**src/rtl/synth_loop_pkg.sv**
```systemverilog
package synth_loop_pkg;
    typedef struct packed {
        logic up;
        logic dn;
        logic cur_high;
        logic pump_off;
        logic drive_off;
        logic flag;
        logic a_en;
        logic a_val;
        logic b_en;
        logic b_val;
    } out_bits_t;

    typedef struct packed {
        out_bits_t out;
        logic      half;
    } top_state_t;
endpackage

```
**src/rtl/tick_divider.sv**
```systemverilog
module tick_divider #(
    parameter int W = 15
) (
    input  logic         clk,
    input  logic         rst_n,
    input  logic         tick,
    input  logic [W-1:0] ratio,
    output logic         pulse
);
    typedef struct packed {
        logic [W-1:0] cnt;
        logic         pulse;
    } div_state_t;

    div_state_t st_d, st_q;

    always_comb begin
        st_d       = st_q;
        st_d.pulse = 1'b0;
        if (tick) begin
            if (st_q.cnt <= W'(1)) begin
                st_d.cnt   = ratio;
                st_d.pulse = 1'b1;
            end else begin
                st_d.cnt = st_q.cnt - W'(1);
            end
        end
    end

    always_ff @(posedge clk or negedge rst_n) begin
        if (!rst_n) st_q <= '0;
        else        st_q <= st_d;
    end

    assign pulse = st_q.pulse;

    // a ratio above one never yields strobes in adjacent cycles
    assert_no_back_to_back_R1: assert property (@(posedge clk) disable iff (!rst_n)
        (st_q.pulse && ratio > W'(1) && $stable(ratio)) |=> !st_q.pulse);
endmodule

```
**src/rtl/phase_detector.sv**
```systemverilog
module phase_detector (
    input  logic clk,
    input  logic rst_n,
    input  logic comp_p,
    input  logic fb_p,
    output logic up,
    output logic dn
);
    typedef struct packed {
        logic up;
        logic dn;
    } pfd_state_t;

    pfd_state_t st_d, st_q;

    always_comb begin
        st_d.up = st_q.up | comp_p;
        st_d.dn = st_q.dn | fb_p;
        if (st_d.up && st_d.dn) begin
            st_d.up = 1'b0;
            st_d.dn = 1'b0;
        end
    end

    always_ff @(posedge clk or negedge rst_n) begin
        if (!rst_n) st_q <= '0;
        else        st_q <= st_d;
    end

    assign up = st_q.up;
    assign dn = st_q.dn;

    assert_up_starts_on_comp_R3: assert property (@(posedge clk) disable iff (!rst_n)
        $rose(st_q.up) |-> $past(comp_p));
    assert_dn_starts_on_fb_R3: assert property (@(posedge clk) disable iff (!rst_n)
        $rose(st_q.dn) |-> $past(fb_p));
endmodule

```
**src/rtl/lock_monitor.sv**
```systemverilog
module lock_monitor #(
    parameter int LOCK_WIDTH = 4,
    parameter int LOCK_COUNT = 4
) (
    input  logic clk,
    input  logic rst_n,
    input  logic tick,
    input  logic active,
    input  logic comp_p,
    output logic locked
);
    localparam int WW = $clog2(LOCK_WIDTH + 1);
    localparam int CW = $clog2(LOCK_COUNT + 1);

    typedef struct packed {
        logic [WW-1:0] width;
        logic [CW-1:0] good;
        logic          bad;
        logic          locked;
    } lock_state_t;

    lock_state_t st_d, st_q;

    always_comb begin
        st_d = st_q;
        if (!active)
            st_d.width = '0;
        else if (tick && st_q.width < WW'(LOCK_WIDTH))
            st_d.width = st_q.width + WW'(1);

        if (comp_p) begin
            if (st_q.bad) begin
                st_d.bad  = 1'b0;
                st_d.good = '0;
            end else if (st_q.good < CW'(LOCK_COUNT)) begin
                st_d.good = st_q.good + CW'(1);
                if (st_q.good + CW'(1) >= CW'(LOCK_COUNT))
                    st_d.locked = 1'b1;
            end
        end

        if (st_q.width == WW'(LOCK_WIDTH)) begin
            st_d.bad    = 1'b1;
            st_d.good   = '0;
            st_d.locked = 1'b0;
        end
    end

    always_ff @(posedge clk or negedge rst_n) begin
        if (!rst_n) st_q <= '0;
        else        st_q <= st_d;
    end

    assign locked = st_q.locked;

    assert_wide_pulse_unlocks_R4: assert property (@(posedge clk) disable iff (!rst_n)
        (st_q.width == WW'(LOCK_WIDTH)) |=> !st_q.locked);
    assert_lock_on_comp_R4: assert property (@(posedge clk) disable iff (!rst_n)
        $rose(st_q.locked) |-> $past(comp_p));
endmodule

```
**src/rtl/synth_loop_core.sv**
```systemverilog
module synth_loop_core #(
    parameter int RATIO_W    = 15,
    parameter int REF_SHORT  = 512,
    parameter int REF_LONG   = 1024,
    parameter int LOCK_WIDTH = 4,
    parameter int LOCK_COUNT = 4
) (
    input  logic               clk,
    input  logic               rst_n,
    input  logic               ref_tick,
    input  logic               rf_tick,
    input  logic [RATIO_W-1:0] ratio,
    input  logic               cur_sel,
    input  logic               pump_kill,
    input  logic               drive_kill,
    input  logic               test_en,
    input  logic [2:0]         tsel,
    output logic               pump_up,
    output logic               pump_dn,
    output logic               cur_high,
    output logic               pump_off,
    output logic               drive_off,
    output logic               lock_flag,
    output logic               tp_a_en,
    output logic               tp_a_val,
    output logic               tp_b_en,
    output logic               tp_b_val
);
    import synth_loop_pkg::*;

    localparam int REF_W = $clog2(REF_LONG + 1);

    logic             comp_p, fb_p, pfd_up, pfd_dn, locked;
    logic [REF_W-1:0] ref_ratio;

    assign ref_ratio = tsel[0] ? REF_W'(REF_SHORT) : REF_W'(REF_LONG);

    tick_divider #(.W(REF_W)) u_ref_div (
        .clk(clk), .rst_n(rst_n), .tick(ref_tick), .ratio(ref_ratio), .pulse(comp_p)
    );

    tick_divider #(.W(RATIO_W)) u_fb_div (
        .clk(clk), .rst_n(rst_n), .tick(rf_tick), .ratio(ratio), .pulse(fb_p)
    );

    phase_detector u_pfd (
        .clk(clk), .rst_n(rst_n), .comp_p(comp_p), .fb_p(fb_p), .up(pfd_up), .dn(pfd_dn)
    );

    lock_monitor #(.LOCK_WIDTH(LOCK_WIDTH), .LOCK_COUNT(LOCK_COUNT)) u_lock (
        .clk(clk), .rst_n(rst_n), .tick(ref_tick), .active(pfd_up | pfd_dn),
        .comp_p(comp_p), .locked(locked)
    );

    top_state_t st_d, st_q;
    logic       forced;

    always_comb begin
        forced            = test_en & ~tsel[2];
        st_d.half         = st_q.half ^ fb_p;
        st_d.out.up       = forced ? tsel[1]  : pfd_up;
        st_d.out.dn       = forced ? ~tsel[1] : pfd_dn;
        if (pump_kill) begin
            st_d.out.up = 1'b0;
            st_d.out.dn = 1'b0;
        end
        st_d.out.pump_off  = pump_kill;
        st_d.out.drive_off = drive_kill;
        st_d.out.flag      = forced ? tsel[1] : locked;
        st_d.out.cur_high  = cur_sel & ~locked;
        st_d.out.a_en      = test_en & tsel[2] & (tsel[1] | tsel[0]);
        st_d.out.a_val     = st_d.out.a_en & (tsel[1] ? fb_p : st_q.half);
        st_d.out.b_en      = test_en & tsel[2] & tsel[1];
        st_d.out.b_val     = st_d.out.b_en & comp_p;
    end

    always_ff @(posedge clk or negedge rst_n) begin
        if (!rst_n) st_q <= '0;
        else        st_q <= st_d;
    end

    assign pump_up   = st_q.out.up;
    assign pump_dn   = st_q.out.dn;
    assign cur_high  = st_q.out.cur_high;
    assign pump_off  = st_q.out.pump_off;
    assign drive_off = st_q.out.drive_off;
    assign lock_flag = st_q.out.flag;
    assign tp_a_en   = st_q.out.a_en;
    assign tp_a_val  = st_q.out.a_val;
    assign tp_b_en   = st_q.out.b_en;
    assign tp_b_val  = st_q.out.b_val;

    assert_kill_idles_pump_R6: assert property (@(posedge clk) disable iff (!rst_n)
        pump_kill |=> (!pump_up && !pump_dn && pump_off));
    assert_lock_forces_low_current_R5: assert property (@(posedge clk) disable iff (!rst_n)
        locked |=> !cur_high);
    assert_force_up_R9: assert property (@(posedge clk) disable iff (!rst_n)
        (test_en && tsel[2:1] == 2'b01 && !pump_kill) |=> (pump_up && !pump_dn && lock_flag));
    assert_no_override_normal_R8: assert property (@(posedge clk) disable iff (!rst_n)
        !test_en |=> (!tp_a_en && !tp_b_en));
    assert_requests_exclusive_R3: assert property (@(posedge clk) disable iff (!rst_n)
        !(pump_up && pump_dn));
endmodule

```
**config.mk**
```make
export PLATFORM = sky130hd
export DESIGN_NAME = synth_loop_core
export DESIGN_NICKNAME = d
export VERILOG_FILES = /design/src/rtl/synth_loop_pkg.sv /design/src/rtl/tick_divider.sv /design/src/rtl/phase_detector.sv /design/src/rtl/lock_monitor.sv /design/src/rtl/synth_loop_core.sv
export SDC_FILE = /design/constraint.sdc
export NUM_CORES = 1
export LEC_CHECK = 0
export ABC_AREA = 1
export BUFFER_PORTS_ARGS = -buffer_cell sky130_fd_sc_hd__buf_2
export CAP_MARGIN = 20
export CORE_ASPECT_RATIO = 1.1
export CORE_UTILIZATION = 35
export DETAILED_ROUTE_END_ITERATION = 10
export GPL_TIMING_DRIVEN = 0
export PLACE_DENSITY_LB_ADDON = 0.3
export SLEW_MARGIN = 20
export SYNTH_ARGS = -nofsm -noshare
export SYNTH_HDL_FRONTEND = slang
export SYNTH_SLANG_ARGS = --single-unit
```
**constraint.sdc**
```tcl
create_clock -name clk -period 1.6 [get_ports clk]
set_input_delay 0.16 -clock clk [delete_from_list [all_inputs] [get_ports clk]]
set_output_delay 0.16 -clock clk [all_outputs]
set_load 0.02 [all_outputs]
```
==> results.py <==
metrics = {
    "run_status": {
        "status": "finished clean",
    },
    "detailed_routing": {
        "met2WireLength_um": 2580,
        "drtPass1Iterations": 4,
        "routed_wl_um": 5420,
        "met1_length_um": 2590,
        "viasPerCell": 4.54,
        "ant_nets": 0,
        "vias": 2383,
        "detail_route.wl_per_cell_um": 10.3,
        "drtIter0Drc": 74,
        "highest_layer": "met4",
        "drc": 0,
        "wl_met3_um": 207,
    },
    "synth": {
        "synth_top_area_cell": "dfrtp_1",
        "ys_seq_elements": 49,
        "yosys_warnings": 0,
        "synth-edff-count": 0,
        "synthFlopType": "dfrtp_1",
        "muxShareOfSynthArea_pct": 0,
        "synth.net_count": 392,
        "ys_types": 30,
        "synth_area_per_cell_um2": 7.59,
        "synth-compound-area-share_pct": 7.30,
        "synth_top_area_share_pct": 45.0,
        "ys_seq_area_share_pct": 45.0,
        "syn_area_um2": 2730,
        "synth-xor-area-share_pct": 1.93,
        "synth-adder-area-share_pct": 3.21,
        "synth_top_family_by_area": "simple AND/OR/NAND/NOR gates",
        "yosys.area_share.simple_pct": 33.0,
        "synthCells": 359,
        "yosys-top-cells-area": "dfrtp_1, nand2_1, inv_1",
        "async_reset_ff_share_pct": 100,
    },
    "cells_and_area": {
        "final_core_util_pct": 44.1,
        "insertedDiodeCount": 0,
        "final_cell_mix": "nand2_1, inv_1, dfrtp_1",
        "stdcell_count": 525,
        "largest_reg_flops": 15,
        "area_delta_synth_final_pct": 21.7,
        "final_common_cell": "nand2_1",
        "fill_cells": 798,
        "multi_input_area_um2": 1270,
        "drive_gt1_share_pct": 22.1,
        "nets": 452,
        "top_register": "u_fb_div.st_q",
        "reg.largest.list": "u_fb_div.st_q (15), u_ref_div.st_q (11), u_lock.st_q (7)",
        "seq_area_um2": 1230,
    },
    "worst_setup_path": {
        "path_class": "reg -> reg",
        "critPathArrivalTime_ns": 1.72,
        "cp_max_fo": 10,
        "required_ns": 1.80,
        "crit_path_start_kind": "register",
        "critPathCaptureType": "register",
        "worstRegToRegCells": 9,
    },
    "timing": {
        "hold_viol_final": 0,
        "min_period_ns": 1.52,
        "skew_ns": 0.0107,
        "fmax_mhz": 658,
        "finalCritPeriodShare_pct": 94.9,
        "worst_pin_slew_ns": 0.607,
        "whs_ns": 0.0547,
        "setup_viol": 0,
        "grt_setup_unrepaired": "yes",
        "slew_violations": 0,
        "max_slew_margin_pct": 59.5,
        "setup_ws_ns": 0.0813,
    },
    "cts": {
        "clkSinkCount": 49,
        "tritoncts": "yes",
        "clock_latency_ns": 0.30,
        "clockBufferDepth": 2,
        "clock-root-buffer": "clkbuf_8",
        "cts_buffers": 5,
        "clk_pin_slew_ns": 0.09,
        "htree_levels": 2,
    },
    "global_routing": {
        "antenna_found_initial": 0,
        "grt_pass1_vias": 2137,
        "grt_pass1_wl_um": 9010,
        "grt_max_degree": 50,
        "grt_usage_pct": 13.8,
        "gr-total-overflow": 0,
    },
    "placement": {
        "dp_slack_ns": -0.142,
        "place_inst": 497,
        "place_congestion": 0.842,
        "port_buffers": 33,
        "dpl.hpwl_um": 3810,
    },
    "pwr": {
        "clkPwrFrac_pct": 16.8,
        "p_seq_share_pct": 44.4,
        "power_density_nw_per_um2": 1320,
        "p_sw_share_pct": 40.6,
        "p_int_mw": 2.60,
        "ir_worst_vdd_mv": 0.712,
        "leakagePower_nw": 1.82,
        "p_switching_mw": 1.78,
        "combPwrFrac_pct": 38.8,
    },
    "floorplan": {
        "initial_core_util_pct": 36.3,
        "rows": 33,
        "die_h_um": 94.6,
        "dieWidth_um": 86.2,
        "io_pins": 36,
        "core_um2": 7510,
        "die_area_um2": 8150,
    },
    "job": {
        "max-cap-violations": 0,
    },
    "min_path": {
        "hold_class": "in -> reg",
        "holdPathStages": 3,
    },
}
-- final timing paths --
kind	to	slack (ns)	start
max reg2reg	u_fb_div.st_q[5]	0.08	u_fb_div.st_q[5]
max	u_fb_div.st_q[5]	0.08	u_fb_div.st_q[5]
min in group asynchronous	u_ref_div.st_q[3]	0.41	rst_n
min reg2reg	cur_high	0.46	u_lock.locked
max in group asynchronous	u_fb_div.st_q[4]	0.75	rst_n
min	cur_high	0.05	cur_sel
-- synthesized netlist by cell type (all sizes together) (2+ instances only) --
cell	n
o21a	2
buf	4
inv	60
nand3b	5
nand2	99
a21oi	11
o21ai	10
nand3	37
a31oi	3
nor2	51
a211oi	2
nor3	6
dfrtp	49
ha	7
o22ai	2
xor2	6
-- power by group through the flow --
| stage | clock network, mW | logic (mW) | registers (mW) |
|---|---|---|---|
| 5_1_grt | 0.814 | 1.97 | 2.00 |
| 3_5_place_dp | 0 | 1.52 | 1.95 |
| 6_report | 0.738 | 1.70 | 1.95 |
| 3_3_place_gp | 0 | 1.49 | 1.94 |
| 4_1_cts | 0.768 | 1.54 | 1.93 |
| 2_1_floorplan | 0 | 1.21 | 1.89 |
-- repair_timing --
item | CTS | global route
buffers inserted | 0 | 17
endpoints found under the hold margin | 2 | 49
pin swaps | 0 | 5
hold buffers | 2 | 1
setup endpoints to repair | 4 | 18
cloned | 0 | 0
resized for setup | 2 | 15
-- metrics by stage --
stage          area [µm²]  power, mW  setup TNS [ns]
2_1_floorplan        2730       3.10               0
3_3_place_gp         3020       3.43          -0.242
3_5_place_dp         3020       3.46          -0.268
4_1_cts              3140       4.24               0
5_1_grt              3320       4.79          -0.190
6_report             3320       4.39               0
-- layer usage --
metal | up-vias | global-route usage (%)
met3 | 6 | 2.88
met5 | - | 0
met1 | 1092 | 16.9
met2 | 51 | 24.9
met4 | 0 | 3.19
li1 | 1234 | -
-- critical path, cell delays in order (launching register included) --
cell and delay (ns):
dfrtp_1 0.42, nor2_2 0.16, nand2_1 0.11, nor2_4 0.18
nand2_4 0.12, nand2_8 0.11, buf_12 0.13, nand2_1 0.06
nand3_1 0.07, nand2_1 0.05
-- cells by family after synthesis --
family,Yosys count
AND/OR/NAND/NOR,199
buffers and inverters,65
flip-flops,49
AO/OA/AOI/OAI,33
adder cells (fa/ha/maj),7
XOR/XNOR,6
-- final cells by class --
class                   count  share of cell area, %
multi-input cells         245                   38.4
clock inverters             3                  0.641
plain buffers               5                   1.13
well taps                 105                   3.96
repair buffers             53                   9.81
inverters                  60                   6.87
clock buffers               5                   2.07
flip-flops and latches     49                   37.1
No activity file was read; power rests on OpenSTA's default activity.
